File: src/rtl/spec_add_pkg.sv
package spec_add_pkg;

  // Strobes issued by the sequencing control to the datapath
  typedef struct packed {
    logic loadStage;   // capture new operands into the stage register
    logic evalLive;    // stage holds an operation in its first pass
    logic fixLive;     // stage holds an operation in its repair pass
  } ctrl_strobe_t;

endpackage

File: src/rtl/spec_add_slice.sv
module spec_add_slice #(
  parameter int SLICE_W = 8
) (
  input  logic [SLICE_W-1:0] a,
  input  logic [SLICE_W-1:0] b,
  input  logic               sub,
  input  logic               cin,
  output logic [SLICE_W-1:0] sum,
  output logic               cout
);

  logic [SLICE_W-1:0] bEff;
  logic [SLICE_W:0]   total;

  always_comb begin
    bEff  = b ^ {SLICE_W{sub}};
    total = {1'b0, a} + {1'b0, bEff} + {{SLICE_W{1'b0}}, cin};
    sum   = total[SLICE_W-1:0];
    cout  = total[SLICE_W];
  end

endmodule

File: src/rtl/spec_add_dp.sv
module spec_add_dp
  import spec_add_pkg::*;
#(
  parameter int SLICE_W    = 8,
  parameter int NUM_SLICES = 8,
  localparam int DATA_W    = SLICE_W * NUM_SLICES,
  localparam int GUESS_W   = NUM_SLICES - 1
) (
  input  logic               clk,
  input  logic               rstN,
  input  ctrl_strobe_t       strobe,
  input  logic [DATA_W-1:0]  inA,
  input  logic [DATA_W-1:0]  inB,
  input  logic               inSub,
  input  logic [GUESS_W-1:0] inPred,
  output logic               anyErr,
  output logic [DATA_W-1:0]  resSum,
  output logic               resCout,
  output logic [GUESS_W-1:0] resCarry,
  output logic [GUESS_W-1:0] resErr
);

  // Stage register: operands of the operation in flight
  logic [DATA_W-1:0]  opA, opB;
  logic               opSub;
  logic [GUESS_W-1:0] opPred;

  always_ff @(posedge clk) begin
    if (!rstN) begin
      opA    <= '0;
      opB    <= '0;
      opSub  <= 1'b0;
      opPred <= '0;
    end else if (strobe.loadStage) begin
      opA    <= inA;
      opB    <= inB;
      opSub  <= inSub;
      opPred <= inPred;
    end
  end

  logic [NUM_SLICES-1:0] specCin, specCout;
  logic [NUM_SLICES-1:0] trueCin, trueCout;
  logic [NUM_SLICES-1:0] redo;
  logic [DATA_W-1:0]     specSum, trueSum;
  logic [GUESS_W-1:0]    errVec;

  for (genvar k = 0; k < NUM_SLICES; k++) begin : gSlice
    if (k == 0) begin : gBase
      assign specCin[k] = opSub;
      assign trueCin[k] = opSub;
    end else begin : gUpper
      logic aTop, bTop, staticOk;
      assign aTop     = opA[k*SLICE_W-1];
      assign bTop     = opB[k*SLICE_W-1] ^ opSub;
      assign staticOk = (aTop == bTop);
      assign specCin[k]  = staticOk ? aTop : opPred[k-1];
      assign trueCin[k]  = trueCout[k-1];
      assign errVec[k-1] = specCout[k-1] != specCin[k];

      // agreeing top bits fix the carry regardless of what lies below
      assert_static_no_err_R2: assert property (@(posedge clk) disable iff (!rstN)
        (strobe.evalLive && staticOk) |-> !errVec[k-1]);
    end

    // First pass: each slice starts from its guessed carry
    spec_add_slice #(.SLICE_W(SLICE_W)) specSlice_i (
      .a   (opA[k*SLICE_W +: SLICE_W]),
      .b   (opB[k*SLICE_W +: SLICE_W]),
      .sub (opSub),
      .cin (specCin[k]),
      .sum (specSum[k*SLICE_W +: SLICE_W]),
      .cout(specCout[k])
    );

    // Repair pass: slices chained on the resolved carries
    spec_add_slice #(.SLICE_W(SLICE_W)) trueSlice_i (
      .a   (opA[k*SLICE_W +: SLICE_W]),
      .b   (opB[k*SLICE_W +: SLICE_W]),
      .sub (opSub),
      .cin (trueCin[k]),
      .sum (trueSum[k*SLICE_W +: SLICE_W]),
      .cout(trueCout[k])
    );

    assign redo[k] = trueCin[k] != specCin[k];
  end

  assign anyErr = |errVec;

  // Repaired slices take the resolved sum, the rest keep the first-pass sum
  logic [DATA_W-1:0] mergedSum;
  always_comb begin
    mergedSum = resSum;
    for (int k = 0; k < NUM_SLICES; k++) begin
      if (redo[k]) mergedSum[k*SLICE_W +: SLICE_W] = trueSum[k*SLICE_W +: SLICE_W];
    end
  end

  always_ff @(posedge clk) begin
    if (!rstN) begin
      resSum   <= '0;
      resCout  <= 1'b0;
      resCarry <= '0;
      resErr   <= '0;
    end else if (strobe.evalLive) begin
      resSum   <= specSum;
      resCout  <= specCout[NUM_SLICES-1];
      resCarry <= specCout[NUM_SLICES-2:0];
      resErr   <= errVec;
    end else if (strobe.fixLive) begin
      resSum   <= mergedSum;
      resCout  <= trueCout[NUM_SLICES-1];
      resCarry <= trueCin[NUM_SLICES-1:1];
    end
  end

  // a clean first pass means every guessed carry was the real one
  assert_clean_carries_R8: assert property (@(posedge clk) disable iff (!rstN)
    (strobe.evalLive && !anyErr) |-> (specCin == trueCin));

  // the repair pass always touches at least one slice when it runs
  assert_fix_has_work_R7: assert property (@(posedge clk) disable iff (!rstN)
    strobe.fixLive |-> (redo != '0 || resErr != '0));

endmodule

File: src/rtl/spec_add_ctrl.sv
module spec_add_ctrl
  import spec_add_pkg::*;
(
  input  logic         clk,
  input  logic         rstN,
  input  logic         inValid,
  input  logic         anyErr,
  output ctrl_strobe_t strobe,
  output logic         stall,
  output logic         resValid
);

  logic evalV, fixV;

  assign stall            = evalV && anyErr;
  assign strobe.loadStage = inValid && !stall;
  assign strobe.evalLive  = evalV;
  assign strobe.fixLive   = fixV;

  always_ff @(posedge clk) begin
    if (!rstN) begin
      evalV    <= 1'b0;
      fixV     <= 1'b0;
      resValid <= 1'b0;
    end else begin
      evalV    <= strobe.loadStage;
      fixV     <= evalV && anyErr;
      resValid <= (evalV && !anyErr) || fixV;
    end
  end

  assert_err_then_fix_R7: assert property (@(posedge clk) disable iff (!rstN)
    (evalV && anyErr) |=> (fixV && !resValid));

  assert_fix_then_valid_R7: assert property (@(posedge clk) disable iff (!rstN)
    fixV |=> resValid);

  assert_clean_valid_R5: assert property (@(posedge clk) disable iff (!rstN)
    (evalV && !anyErr) |=> (resValid && !fixV));

  assert_no_overlap_R6: assert property (@(posedge clk) disable iff (!rstN)
    $onehot0({evalV, fixV}));

endmodule

File: src/rtl/slice_spec_adder.sv
module slice_spec_adder
  import spec_add_pkg::*;
#(
  parameter int SLICE_W    = 8,
  parameter int NUM_SLICES = 8,
  localparam int DATA_W    = SLICE_W * NUM_SLICES,
  localparam int GUESS_W   = NUM_SLICES - 1
) (
  input  logic               clk,
  input  logic               rstN,
  input  logic               inValid,
  input  logic [DATA_W-1:0]  opA,
  input  logic [DATA_W-1:0]  opB,
  input  logic               subOp,
  input  logic [GUESS_W-1:0] predCarry,
  output logic               stall,
  output logic               resValid,
  output logic [DATA_W-1:0]  resSum,
  output logic               resCout,
  output logic [GUESS_W-1:0] actCarry,
  output logic [GUESS_W-1:0] sliceErr
);

  ctrl_strobe_t strobe;
  logic         anyErr;

  spec_add_ctrl ctrl_i (
    .clk     (clk),
    .rstN    (rstN),
    .inValid (inValid),
    .anyErr  (anyErr),
    .strobe  (strobe),
    .stall   (stall),
    .resValid(resValid)
  );

  spec_add_dp #(.SLICE_W(SLICE_W), .NUM_SLICES(NUM_SLICES)) dp_i (
    .clk     (clk),
    .rstN    (rstN),
    .strobe  (strobe),
    .inA     (opA),
    .inB     (opB),
    .inSub   (subOp),
    .inPred  (predCarry),
    .anyErr  (anyErr),
    .resSum  (resSum),
    .resCout (resCout),
    .resCarry(actCarry),
    .resErr  (sliceErr)
  );

  // nothing is reported before an operation has been taken
  assert_reset_quiet_R11: assert property (@(posedge clk) disable iff (!rstN)
    $rose(resValid) |-> $past(strobe.evalLive || strobe.fixLive));

endmodule

File: config.mk
export PLATFORM = sky130hd
export DESIGN_NAME = slice_spec_adder
export DESIGN_NICKNAME = d
export VERILOG_FILES = /design/src/rtl/spec_add_pkg.sv /design/src/rtl/spec_add_slice.sv /design/src/rtl/spec_add_dp.sv /design/src/rtl/spec_add_ctrl.sv /design/src/rtl/slice_spec_adder.sv
export SDC_FILE = /design/constraint.sdc
export NUM_CORES = 1
export LEC_CHECK = 0
export ABC_CLOCK_PERIOD_IN_PS = 8700
export CORE_MARGIN = 8
export CORE_UTILIZATION = 40
export CTS_CLUSTER_DIAMETER = 30
export DETAILED_ROUTE_END_ITERATION = 10
export DONT_BUFFER_PORTS = 1
export SYNTH_ARGS = -nofsm -noshare
export SYNTH_HDL_FRONTEND = slang
export SYNTH_SLANG_ARGS = --single-unit
File: constraint.sdc
create_clock -name clk -period 8.7 [get_ports clk]
set_input_delay 2.175 -clock clk [delete_from_list [all_inputs] [get_ports clk]]
set_output_delay 2.175 -clock clk [all_outputs]
set_load 0.01 [all_outputs]
==> results by group <==
Cells and area
  • Share of cells above drive strength 1: 11.1%
  • Area Growth Syn to Fin: 17.1%
  • Ant. Diodes: 0
  • Non-Filler Instances: 2070
  • Nets@finish: 1804
  • Commonest non-fill, non-tap cells in the layout: nand2_1 (304), dfxtp_1 (215), mux2i_1 (197)
  • Most common cell after layout, fill and taps aside: nand2_1
  • Filler cell count in the final layout: 3268

Drt
  • Routed vias/inst: 5.12
  • Detailed Route Iter0 Violations: 450
  • DRC viols: 0
  • Total number of vias: 10598
  • WL/cell: 16.9 um
  • Detailed Route WL: 34900 um
  • Initial DRT Pass Iterations: 5
  • Routed Antenna Nets: 0

Critical path
  • CP Max Fanout: 11
  • Reg-to-Reg End: dp_i.resSum[62]
  • Setup slack, reg-to-reg: 0.66 ns
  • CP Class: reg -> reg
  • CP required: 9.20 ns
  • Crit-path max cell delay: 0.44 ns
  • CP max stage cell: dfxtp_4
  • FF-to-FF Start: dp_i.opSub
  • Critical path's most frequent cell: ha_1
  • CP endpoint kind: flop
  • Worst reg-to-reg path cell count: 40
  • Critical path arrival: 8.54 ns
  • Crit path launch type: flop

Die
  • Cell Rows: 68
  • Die width: 203 um
  • Starting Density: 40.5%
  • Die area: 41000 um2
  • Die height: 203 um
  • Core area: 34400 um2
  • IO Pins: 220

Hold path
  • Hold WC Path Type: reg -> reg
  • WHS Path Cells: 2
  • Min-Delay Endpoint: dp_i.opPred[4]
  • Hold path start: dp_i.opPred[4]

STA
  • Fmax achieved: 124 MHz
  • Max-slew headroom: 29.4%
  • Final max-slew violation count: 0
  • Worst slew pin tran: 1.05 ns
  • Final setup fails: 0
  • Fin. Hold Viols: 0
  • Fin crit share: 92.4%
  • Clock skew: 0.0230 ns
  • Final Critical Period: 8.04 ns
  • Fin Setup TNS: 0 ns

Placement
  • I/O Buffers: 0
  • Final HPWL DP: 24900 um
  • Placed cell count: 1962
  • Routability congestion estimate: 0.891

Logic synthesis
  • Register area share after synthesis: 31.4%
  • Netlist Area Pre-Place: 13900 um2
  • Post-synth EDFFs: 0
  • Post-Syn Instances: 1576
  • Yosys reg bits: 218
  • Synthesized Nets: 1813
  • YS warnings: 0
  • Distinct cells, synth: 73
  • Post-synth top flop: dfxtp_1
  • Average size of a mapped cell: 8.83 um2
  • Fraction of registers with async set/reset: 0%

Clock network
  • CTS Buffer Depth: 3
  • Clock root cell: clkbuf_16
  • Worst-skew pair later-pin latency: 0.58 ns
  • Clock slew seen by the registers of the worst setup and hold paths: 0.05 ns
  • Cts bufs inserted: 56
  • Clock sink total: 218
  • CTS tree: done
  • Hold_buf cts: 0
  • H-tree levels: 2

Power and ir drop
  • Max VDD drop: 0.000428 V
  • Tot Pwr: 8.33 mW
  • PwrDens: 511 nW/um2
  • Leak pwr: 7.37 nW

Flow run
  • MaxCap Viol Count: 0

GRT
  • Global-route wire length before repair: 56000 um
  • Vias in the first global route: 10749
  • Gr ovfl total: 0
  • GR Util All Layers: 16.5%
  • Initial antenna violation count: 0
  • Largest net degree at the start of global routing: 288

Outcome
  • Status: complete, no violations
-- power breakdown --
group	internal, mW	switching, mW	leakage (nW)	total [mW]
Combinational	1.88	2.33	4.58	4.21
Clock	1.60	0.654	0.995	2.25
Sequential	1.43	0.436	1.79	1.86
-- stage by stage --
step                hold WS, ns  util, %  instance area [um2]  setup WS, ns
floorplan                 0.431        -                13900         0.264
global placement          0.444     40.9                14100         0.270
detailed placement        0.452     40.9                14100        0.0528
CTS                       0.461     47.0                16100        0.0391
global route              0.482     47.4                16300       -0.0415
finish                    0.458     47.4                16300         0.661
-- worst max path at each step --
stage / start / depth (start not counted) / to / slack [ns]
4_1_cts: dp_i.opSub / 39 / dp_i.resCout / 0.04
3_5_place_dp: dp_i.opSub / 39 / dp_i.resCout / 0.05
6_report: dp_i.opSub / 40 / dp_i.resSum[62] / 0.66
5_1_grt: dp_i.opSub / 39 / dp_i.resCout / -0.04
3_3_place_gp: dp_i.opB[0] / 40 / dp_i.resCout / 0.27
2_1_floorplan: dp_i.opSub / 42 / dp_i.resCout / 0.26
-- state kept, by name, summed over array words and instances, names as in the netlist --
signal / flops
ctrl_i.evalV: 1
ctrl_i.fixV: 1
ctrl_i.resValid: 1
dp_i.opA: 64
dp_i.opB: 64
dp_i.opPred: 7
dp_i.opSub: 1
dp_i.resCarry: 7
dp_i.resCout: 1
dp_i.resErr: 7
dp_i.resSum: 64
-- routing by layer --
layer / track usage (%) / up-vias / share of wire, %
li1: - / 5445 / -
met1: 20.4 / 4855 / 45
met2: 26.2 / 239 / 45
met3: 5.32 / 59 / 7.1
met4: 6.58 / 0 / 2.5
met5: 0 / - / 0
-- kinds of logic after synthesis --
logic type	after synthesis	synth area share, %
multiplexers	214	15.5
AND/OR/NAND/NOR	553	17.6
flip-flops	218	31.4
buffers and inverters	135	5.34
adder cells (fa/ha/maj)	98	9.24
AO/OA/AOI/OAI	200	10.1
XOR/XNOR	158	10.9
-- synthesized netlist by cell type (all sizes together) (13+ instances only) --
cell | n | share of area (%)
o21a | 13 | 0.70
nor3 | 26 | 0.97
xnor2 | 60 | 3.8
buf | 19 | 2.2
nand3 | 18 | 0.65
inv | 54 | 1.5
a211oi | 35 | 2.0
clkbuf | 61 | 1.6
a21oi | 43 | 1.6
dfxtp | 218 | 31
xor2 | 89 | 5.6
mux2i | 197 | 14
nor2b | 15 | 0.67
mux2 | 17 | 1.4
nor2 | 108 | 2.9
a31oi | 23 | 1.1
ha | 90 | 8.1
nand2 | 304 | 8.2
a21o | 17 | 0.92
o21ai | 25 | 0.90
-- what timing repair did --
action / 4_1_cts / 5_1_grt
resized for setup: 0 / 31
setup endpoints to repair: 0 / 9
buffers inserted: 0 / 2
-- layout make-up --
type / instances / area [um2] / share of cell area (%)
Tap cell: 455 / 569 / 3.49
Clock inverter: 31 / 463 / 2.84
Inverter: 55 / 206 / 1.27
Sequential cell: 218 / 4370 / 26.8
Multi-Input combinational cell: 1223 / 8940 / 54.9
Timing Repair Buffer: 13 / 118 / 0.722
Clock buffer: 75 / 1630 / 9.97
-- critical path, delay by kind of cell (launching register included) --
| family | cells | cell delay, ns |
|---|---|---|
| AOI/OAI and AO/OA | 4 | 0.81 |
| muxes | 1 | 0.29 |
| adders and majority gates | 12 | 2.47 |
| xor gates and xnor gates | 5 | 0.94 |
| DFF | 1 | 0.44 |
| and+or+nand+nor | 14 | 2.52 |
| buffers and inverters | 4 | 0.46 |
(Power assumes the default switching activity.)
